<file path="src/rtl/mbus_pkg.sv">
`timescale 1ns/100ps
package mbus_pkg;

    typedef enum logic [2:0] {
        ST_IDLE = 3'd0,
        ST_T1   = 3'd1,
        ST_T2   = 3'd2,
        ST_T3   = 3'd3,
        ST_TW   = 3'd4,
        ST_T4   = 3'd5,
        ST_HOLD = 3'd6
    } bus_st_e;

    // States in which a read or write strobe is active
    function automatic logic strobe_phase(input bus_st_e s);
        return (s == ST_T2) || (s == ST_T3) || (s == ST_TW);
    endfunction

endpackage

</file>
<file path="src/rtl/mbus_fsm.sv">
`timescale 1ns/100ps
module mbus_fsm
    import mbus_pkg::*;
#(
    parameter int AW = 20,
    parameter int DW = 16
) (
    input  logic           clk,
    input  logic           rst_n,
    input  logic           req_valid,
    input  logic [AW-2:0]  req_waddr,
    input  logic [DW-1:0]  req_wdata,
    input  logic           req_write,
    input  logic           req_mem,
    input  logic [1:0]     req_be,
    input  logic [1:0]     req_seg,
    input  logic           hold,
    input  logic           ready,
    input  logic           hlda,
    input  logic [DW-1:0]  ad_in,
    output logic           req_ready,
    output bus_st_e        st,
    output logic           cyc_wr,
    output logic           cyc_mem,
    output logic [1:0]     cyc_be,
    output logic [1:0]     cyc_seg,
    output logic [AW-2:0]  cyc_addr,
    output logic [DW-1:0]  cyc_wdata,
    output logic [DW-1:0]  rd_data,
    output logic           rd_valid
);
    localparam int WAW = AW - 1;

    typedef struct packed {
        bus_st_e        st;
        logic           wr;
        logic           mem;
        logic [1:0]     be;
        logic [1:0]     seg;
        logic [WAW-1:0] addr;
        logic [DW-1:0]  wdata;
        logic [DW-1:0]  rdata;
        logic           rvalid;
    } fsm_s;

    fsm_s s_d, s_q;
    logic boundary;

    assign boundary  = (s_q.st == ST_IDLE) || (s_q.st == ST_T4);
    assign req_ready = boundary && !hold && !hlda;

    always_comb begin
        s_d        = s_q;
        s_d.rvalid = 1'b0;
        unique case (s_q.st)
            ST_IDLE, ST_T4: begin
                if (hold) begin
                    s_d.st = ST_HOLD;
                end else if (req_valid && req_ready) begin
                    s_d.st    = ST_T1;
                    s_d.wr    = req_write;
                    s_d.mem   = req_mem;
                    s_d.be    = req_be;
                    s_d.seg   = req_seg;
                    s_d.addr  = req_waddr;
                    s_d.wdata = req_wdata;
                end else begin
                    s_d.st = ST_IDLE;
                end
            end
            ST_T1: s_d.st = ST_T2;
            ST_T2: s_d.st = ST_T3;
            ST_T3, ST_TW: begin
                if (ready) begin
                    s_d.st = ST_T4;
                    if (!s_q.wr) begin
                        s_d.rdata  = ad_in;
                        s_d.rvalid = 1'b1;
                    end
                end else begin
                    s_d.st = ST_TW;
                end
            end
            ST_HOLD: if (!hold) s_d.st = ST_IDLE;
            default: s_d.st = ST_IDLE;
        endcase
    end

    always_ff @(posedge clk or negedge rst_n) begin
        if (!rst_n) s_q <= '0;
        else        s_q <= s_d;
    end

    assign st        = s_q.st;
    assign cyc_wr    = s_q.wr;
    assign cyc_mem   = s_q.mem;
    assign cyc_be    = s_q.be;
    assign cyc_seg   = s_q.seg;
    assign cyc_addr  = s_q.addr;
    assign cyc_wdata = s_q.wdata;
    assign rd_data   = s_q.rdata;
    assign rd_valid  = s_q.rvalid;

endmodule

</file>
<file path="src/rtl/mbus_halfedge.sv">
`timescale 1ns/100ps
module mbus_halfedge
    import mbus_pkg::*;
(
    input  logic    clk,
    input  logic    rst_n,
    input  bus_st_e st,
    output logic    den_mid,
    output logic    hlda
);
    typedef struct packed {
        logic den_mid;
        logic hlda;
    } half_s;

    half_s h_d, h_q;

    always_comb begin
        h_d.den_mid = strobe_phase(st);
        h_d.hlda    = (st == ST_HOLD);
    end

    always_ff @(negedge clk or negedge rst_n) begin
        if (!rst_n) h_q <= '0;
        else        h_q <= h_d;
    end

    assign den_mid = h_q.den_mid;
    assign hlda    = h_q.hlda;

endmodule

</file>
<file path="src/rtl/mbus_cycle_seq.sv">
`timescale 1ns/100ps
module mbus_cycle_seq
    import mbus_pkg::*;
#(
    parameter int AW = 20,
    parameter int DW = 16
) (
    input  logic              clk,
    input  logic              rst_n,
    input  logic              req_valid,
    output logic              req_ready,
    input  logic [AW-2:0]     req_waddr,
    input  logic [DW-1:0]     req_wdata,
    input  logic              req_write,
    input  logic              req_mem,
    input  logic [1:0]        req_be,
    input  logic [1:0]        req_seg,
    output logic              rd_valid,
    output logic [DW-1:0]     rd_data,
    output logic [DW-1:0]     ad_out,
    input  logic [DW-1:0]     ad_in,
    output logic              ad_oe,
    output logic [AW-DW-1:0]  ahi_out,
    output logic              ale,
    output logic              rd_n,
    output logic              wr_n,
    output logic              den_n,
    output logic              dtr_n,
    output logic              mio_n,
    output logic              bhe_n,
    output logic              ctl_oe,
    input  logic              ready,
    input  logic              hold,
    output logic              hlda
);
    localparam int WAW = AW - 1;
    localparam int HAW = AW - DW;

    bus_st_e          st;
    logic             cyc_wr, cyc_mem, den_mid, data_ph;
    logic [1:0]       cyc_be, cyc_seg;
    logic [WAW-1:0]   cyc_addr;
    logic [DW-1:0]    cyc_wdata;

    mbus_fsm #(.AW(AW), .DW(DW)) u_fsm (
        .clk       (clk),
        .rst_n     (rst_n),
        .req_valid (req_valid),
        .req_waddr (req_waddr),
        .req_wdata (req_wdata),
        .req_write (req_write),
        .req_mem   (req_mem),
        .req_be    (req_be),
        .req_seg   (req_seg),
        .hold      (hold),
        .ready     (ready),
        .hlda      (hlda),
        .ad_in     (ad_in),
        .req_ready (req_ready),
        .st        (st),
        .cyc_wr    (cyc_wr),
        .cyc_mem   (cyc_mem),
        .cyc_be    (cyc_be),
        .cyc_seg   (cyc_seg),
        .cyc_addr  (cyc_addr),
        .cyc_wdata (cyc_wdata),
        .rd_data   (rd_data),
        .rd_valid  (rd_valid)
    );

    mbus_halfedge u_half (
        .clk     (clk),
        .rst_n   (rst_n),
        .st      (st),
        .den_mid (den_mid),
        .hlda    (hlda)
    );

    always_comb begin
        data_ph = strobe_phase(st);
        ale     = (st == ST_T1);
        rd_n    = !(data_ph && !cyc_wr);
        wr_n    = !(data_ph && cyc_wr);
        // writes open the transceiver at T2 start, reads wait for mid-T2
        den_n   = !((data_ph && cyc_wr) || den_mid);
        dtr_n   = cyc_wr;
        mio_n   = cyc_mem;
        bhe_n   = ~cyc_be[1];
        ctl_oe  = !hlda;
        ad_oe   = !hlda && ((st == ST_T1) ||
                            (cyc_wr && (data_ph || st == ST_T4)));
        if (st == ST_T1) begin
            ad_out  = {cyc_addr[DW-2:0], ~cyc_be[0]};
            ahi_out = cyc_mem ? cyc_addr[WAW-1:DW-1] : '0;
        end else begin
            ad_out  = cyc_wdata;
            ahi_out = HAW'(cyc_seg);
        end
    end

endmodule

</file>
<file path="config.mk">
export PLATFORM = sky130hd
export DESIGN_NAME = mbus_cycle_seq
export DESIGN_NICKNAME = d
export VERILOG_FILES = /design/src/rtl/mbus_pkg.sv /design/src/rtl/mbus_fsm.sv /design/src/rtl/mbus_halfedge.sv /design/src/rtl/mbus_cycle_seq.sv
export SDC_FILE = /design/constraint.sdc
export NUM_CORES = 1
export LEC_CHECK = 0
export ABC_AREA = 0
export BUFFER_PORTS_ARGS = -buffer_cell sky130_fd_sc_hd__buf_2
export CAP_MARGIN = 20
export CORE_MARGIN = 5
export CORE_UTILIZATION = 48
export CTS_CLUSTER_SIZE = 24
export DETAILED_ROUTE_END_ITERATION = 10
export HOLD_SLACK_MARGIN = 0.12
export PLACE_DENSITY = 0.79
export SETUP_SLACK_MARGIN = 0.1
export SLEW_MARGIN = 10
export SYNTH_ARGS = -nofsm -noshare
export SYNTH_HDL_FRONTEND = slang
export SYNTH_SLANG_ARGS = --single-unit
</file>
<file path="constraint.sdc">
create_clock -name clk -period 2.22 [get_ports clk]
set_clock_uncertainty 0.05 [all_clocks]
set_input_delay 0.444 -clock clk [delete_from_list [all_inputs] [get_ports clk]]
set_output_delay 0.444 -clock clk [all_outputs]
set_load 0.01 [all_outputs]
</file>
==> flow_summary.toml, run 1 <==
[outcome]
status = "finished, violations left"
violations = "negative setup slack"

[synthesis]
synth_top_flop_cell = "dfrtp_1"
syn_avg_cell_area_sq_um = 14.5
synthMuxAreaShare_pct = 30.4
syn_area_sq_um = 2780
synth.yosys.seq_area_share_pct = 56.7
synth_top_area_share_pct = 54.9
yosysTopAreaCell = "dfrtp_1"
synthCells = 192
async_flop_share_pct = 100
ys_warn_count = 0
synth_top_family_by_area = "multiplexers"
yosys.cell_types.count = 28
yosys.area_share.simple_pct = 5.76
synth-edff-count = 0
synth-xor-area-share_pct = 0.315
syn_nets = 254
synth_compound_area_share_pct = 3.10
synth.most_common_cell = "mux2_2"
ys_top_cells_by_count = "63 x mux2_2, 61 x dfrtp_1, 10 x nand2_1"
synthTopCellsByArea = "dfrtp_1 55%, mux2_2 25%, mux2_4 4.9%"
ys_ff_latch = 63
synth_fa_ha_area_share_pct = 0.360

[global_routing]
grt_max_degree = 62
grt-ovfl-total = 0
antenna_found_initial = 0
grt_pass1_vias = 2220
grt_pass1_wl_um = 11200
grt_use_total_pct = 20.1

[worst_setup_path]
reg2reg_from = "u_half.hlda$_DFF_NN0_"
worstSetupPathType = "reg -> out"
slowest_stage = "dfrtn_1"
slowest_delay_ns = 0.47
start_kind = "flop"
crit_arrival_ns = 2.22
worst-path-buf-inv = 2
crit_chain = "buf_4 > a21oi_1 > buf_2"
critPathTopFamily = "flip-flops"
critPathRequiredTime_ns = 1.73
cp_max_fo = 3
endpoint_kind = "output pin"
crit_start = "u_half.hlda$_DFF_NN0_"

[cts]
cts_tree = "done"
cts_max_level = 3
clock_latency_ns = 0.33
cts_sinks = 63
cts_root_buf = "clkbuf_8"
path_clk_slew_ns = 0.07
cts_buffer_depth = 2
numCtsBuffers = 9

[finish]
layout-drive-gt1-share_pct = 72.4
multi_input_comb_area_sq_um = 1170
fillers = 387
fin_nets = 394
area.sequential_sq_um = 1580
stdcell_area_sq_um = 4160
area_delta_synth_final_pct = 49.4
stdcell_count = 409
diodes = 0

[sta]
rsz0062_at_grt = "yes"
max-slew-margin-rel_pct = 49.1
setup_viol_count_final = 67
fin_ws_ns = -0.499
tightest_slew_ns = 0.763
finalMaxSlewViolations = 0
whs_ns = 0.285
hold_viol_final = 0

[floorplan]
rows = 27
initial_core_util_pct = 49.9
ioPinCount = 110
dieHeight_um = 86.1
core_sq_um = 5570
die-area_sq_um = 7420
die_x_um = 86.1

[flow_run]
maxCapViolCount = 0

[power_and_ir_drop]
power.switching_mw = 1.99
p_total_mw = 6.15
p_per_area_nw_per_um2 = 1480
peakVddDrop_mv = 0.865
swShare_pct = 32.3
combPwrFrac_pct = 50.7
intPower_mw = 4.16
p_leak_nw = 2.07
seqPwrFrac_pct = 33.7
p_clk_share_pct = 15.7

[detailed_routing]
vias_per_cell = 5.09
wl_um = 7110
wl_per_cell_um = 17.4
ant_nets = 0
remaining_drc_errors = 0
drt_iter0_drc = 54
firstDrtPassIters = 4
vias = 2080

[placement]
place_area_sq_um = 3480
hpwlAfterDp_um = 4540
port-buffer-count = 109
place_congestion = 0.684
numPlacedInstances = 373

[min_path]
hold_path_class = "in -> async"
==> metrics by stage <==
step,setup slack [ns],util (%),setup TNS [ns]
final,-0.499,74.6,-22.01
after global routing,-0.544,74.6,-25.20
after CTS,-0.550,72.4,-24.40
after detailed placement,-0.253,62.4,-9.64
after global placement,-0.216,62.4,-7.74
after floorplan,-0.216,-,-8.71
==> final cells by class <==
cell class              instances  area share (%)
repair buffers                140            26.6
inverters                       5           0.512
clock inverters                 4            1.08
multi-input cells             113            28.2
well taps                      72            2.17
clock buffers                  12            3.49
flip-flops and latches         63            37.9
==> state kept, by name (all words and copies together) (netlist names) <==
| register | cells |
|---|---|
| u_fsm.cyc_be | 2 |
| u_half.den_mid | 1 |
| u_fsm.cyc_wdata | 16 |
| u_fsm.cyc_wr | 1 |
| u_fsm.cyc_addr | 19 |
| u_fsm.cyc_seg | 2 |
| u_half.hlda | 1 |
| u_fsm.rd_data | 16 |
| u_fsm.rd_valid | 1 |
| u_fsm.cyc_mem | 1 |
| u_fsm.st | 3 |
==> cell families (layout without fill, tap and decap cells) <==
kind of cell	after synthesis	in the layout
AO/OA/AOI/OAI	12	12
flip-flops	63	63
buffers and inverters	16	161
adder cells (fa/ha/maj)	1	1
AND/OR/NAND/NOR	27	27
XOR/XNOR	1	1
multiplexers	72	72
==> layout by cell type (no fill, tap or decap), drive strengths merged <==
cell type,n
o211ai,1
nand3b,3
a32oi,1
dfrtn,2
nand2,10
inv,5
buf,140
nand2b,4
nor3,2
a221oi,1
o21ai,4
nor2b,2
clkinv,3
mux2,72
maj3,1
nor2,2
bufinv,1
xor2,1
a21oi,3
clkbuf,12
a21o,2
and3,2
or3b,2
dfrtp,61
==> final timing paths <==
path	end	slack, ns	depth (start not counted)
setup / recovery	ad_oe	-0.50	3
hold / removal	u_fsm.rd_data[10]$_DFFE_PN0P_	0.28	2
setup reg to reg	u_fsm.cyc_wdata[3]$_DFFE_PN0P_	-0.46	6
hold reg to reg	u_fsm.cyc_wdata[2]$_DFFE_PN0P_	0.45	1
max in group asynchronous	u_half.hlda$_DFF_NN0_	1.12	1
min in group clk	u_fsm.rd_data[6]$_DFFE_PN0P_	0.29	2
==> timing repair <==
item | CTS | global route
hold buffers | 0 | 0
gates resized for setup | 41 | 15
setup endpoints to repair | 68 | 70
setup buffers | 6 | 8
cloned | 7 | 0
pin swaps | 6 | 3
==> per-layer routing <==
metal / track usage (%) / up-vias / wire length, um
li1: - / 958 / -
met1: 23.7 / 1035 / 2700
met2: 34.5 / 73 / 3840
met3: 6.05 / 14 / 438
met4: 7.48 / 0 / 131
met5: 0 / - / 0
==> power by group through the flow <==
stage | clock network, mW | logic, mW | registers [mW]
after detailed placement | 0 | 2.39 | 2.06
after global routing | 1.05 | 3.34 | 2.16
final | 0.964 | 3.12 | 2.07
after CTS | 0.982 | 2.97 | 2.05
after floorplan | 0 | 1.52 | 2.07
after global placement | 0 | 2.32 | 2.02
Power figures use the tool's default switching activity.
==> run 2, diff against run 1 <==
--- a/config.mk
+++ b/config.mk
@@ -8,12 +8,14 @@
 export ABC_AREA = 0
 export BUFFER_PORTS_ARGS = -buffer_cell sky130_fd_sc_hd__buf_2
 export CAP_MARGIN = 20
+export CELL_PAD_IN_SITES_DETAIL_PLACEMENT = 1
+export CELL_PAD_IN_SITES_GLOBAL_PLACEMENT = 2
 export CORE_MARGIN = 5
-export CORE_UTILIZATION = 48
+export CORE_UTILIZATION = 31
 export CTS_CLUSTER_SIZE = 24
 export DETAILED_ROUTE_END_ITERATION = 10
 export HOLD_SLACK_MARGIN = 0.12
-export PLACE_DENSITY = 0.79
+export PLACE_DENSITY_LB_ADDON = 0.1
 export SETUP_SLACK_MARGIN = 0.1
 export SLEW_MARGIN = 10
 export SYNTH_ARGS = -nofsm -noshare
==> run 2 against run 1 <==
Net effect: the run still ends with negative setup slack left; cell count rose by 9.5%; sequential share of layout area fell by 1.5 points; cell area increased by 4.1%; global-route usage shrank 5.6 points; largest cell class unchanged.
==> flow_summary.toml, run 2 (synthesized netlist as in run 1, its figures left out) <==
[outcome]
status = "finished, violations left"
violations = "negative setup slack"

[floorplan]
die-area_sq_um = 11000
die_x_um = 105
initial_core_util_pct = 31.9
dieHeight_um = 105
core_sq_um = 8720
ioPinCount = 110
rows = 34

[global_routing]
grt_use_total_pct = 14.6
grt_max_degree = 61
antenna_found_initial = 1
use_met2_pct = 23.7
grt-ovfl-total = 0
grt_pass1_wl_um = 12600
grt_pass1_vias = 2321
met3_usage_pct = 3.76
busiest_layer = "met2"
grt_util_met1_pct = 18.7

[detailed_routing]
wl_per_cell_um = 17.6
drt_iter0_drc = 43
vias = 2037
firstDrtPassIters = 3
vias_per_cell = 4.55
wl_um = 7870
remaining_drc_errors = 0
ant_nets = 0

[worst_setup_path]
start_kind = "flop"
endpoint_kind = "output pin"
slowest_delay_ns = 0.37
worstSetupPathType = "reg -> out"
r2r_cells = 6
slowest_stage = "dfrtn_1"
crit_chain = "nor3_4 > nor2b_4 > buf_6"
crit_arrival_ns = 2.22
reg2reg_from = "u_half.hlda$_DFF_NN0_"
crit_start = "u_half.hlda$_DFF_NN0_"
critPathRequiredTime_ns = 1.73
cp_max_fo = 2

[power_and_ir_drop]
p_leak_nw = 2.11
p_per_area_nw_per_um2 = 1460
peakVddDrop_mv = 0.566
p_total_mw = 6.33

[sta]
tightest_slew_ns = 0.757
hold_viol_final = 0
rsz0062_at_grt = "yes"
fin_ws_ns = -0.490
max-slew-margin-rel_pct = 49.5
finalMaxSlewViolations = 0
setup_viol_count_final = 64
whs_ns = 0.279

[finish]
layout-drive-gt1-share_pct = 73.5
largest_reg_flops = 19
fin_util_pct = 49.6
area_delta_synth_final_pct = 55.5
final_cell_mix = "91 x buf_2, 63 x mux2_2, 60 x dfrtp_1"
layout_commonest_cell = "buf_2"
stdcell_count = 448
fin_nets = 396

[placement]
place_congestion = 0.692
hpwlAfterDp_um = 5000
numPlacedInstances = 409
port-buffer-count = 109

[cts]
cts_sinks = 63
numCtsBuffers = 9
cts_root_buf = "clkbuf_8"
path_clk_slew_ns = 0.08
cts_max_level = 3
clock_latency_ns = 0.34
cts_buffer_depth = 2
cts_tree = "done"

[min_path]
hold_depth = 2
hold_path_class = "in -> reg"
hold_start = "req_waddr[10]"

[flow_run]
maxCapViolCount = 0
[run 2: changes by cell type in the layout (fill, tap and decap cells not counted), moves of 2 or more]
cell        delta
a21oi_1        -2
clkbuf_1       -2
a21oi_2        +2
clkinvlp_4     +2
buf_16         +3
nand2_4        +2
buf_6          -3
[run 2: worst max-delay path: cells and delay by family (launching register included)]
family,cells,cell delay [ns]
flip-flops,1,0.37
buffers and inverters,1,0.10
AND/OR/NAND/NOR,2,0.30
[run 2: repair_timing]
action                     in CTS  in global routing
buffers inserted                9                  4
gates cloned                    8                  1
gates resized for setup        54                 11
hold endpoints to repair        1                  0
hold buffers                    1                  0
setup endpoints to repair      69                 71
pin swaps                       4                  4
[run 2: area by class of cell]
class                   instances  area [sq um]
diodes                          1          2.50
clock buffers                   9           124
clock inverters                 7          72.6
fillers                       910          4390
inverters                       5          31.3
multi-input cells             113          1180
flip-flops and latches         63          1580
well taps                     108           135
repair buffers                142          1200
[run 2: through the flow]
| stage | TNS (ns) | area [sq um] | setup slack, ns |
|---|---|---|---|
| after floorplan | -8.71 | 2810 | -0.216 |
| after global placement | -9.87 | 3510 | -0.232 |
| after detailed placement | -10.81 | 3510 | -0.263 |
| after CTS | -22.45 | 4230 | -0.550 |
| after global routing | -24.38 | 4330 | -0.537 |
| final | -20.91 | 4330 | -0.490 |
[run 2: report_power, final]
group / switching [mW] / leakage (nW) / total, mW / internal, mW
clock: 0.487 / 0.0956 / 1.01 / 0.520
combinational: 1.28 / 1.26 / 3.27 / 1.98
sequential: 0.323 / 0.758 / 2.05 / 1.73
[run 2: routing by layer]
| metal | share of wire [%] | wire length, um | vias up |
|---|---|---|---|
| li1 | - | - | 960 |
| met1 | 43 | 3420 | 1010 |
| met2 | 50 | 3960 | 57 |
| met3 | 5.0 | 397 | 10 |
| met4 | 1.2 | 91 | 0 |
| met5 | 0 | 0 | - |
[run 2: final timing paths]
| path | slack (ns) | to |
|---|---|---|
| setup / recovery | -0.49 | req_ready |
| hold / removal | 0.28 | u_fsm.cyc_addr[10]$_DFFE_PN0P_ |
| setup reg to reg | -0.45 | u_fsm.cyc_wdata[5]$_DFFE_PN0P_ |
| hold reg to reg | 0.45 | u_fsm.cyc_addr[4]$_DFFE_PN0P_ |
| max in group asynchronous | 0.53 | u_half.den_mid$_DFF_NN0_ |
| min in group asynchronous | 0.42 | u_fsm.st[1]$_DFFE_PN0P_ |
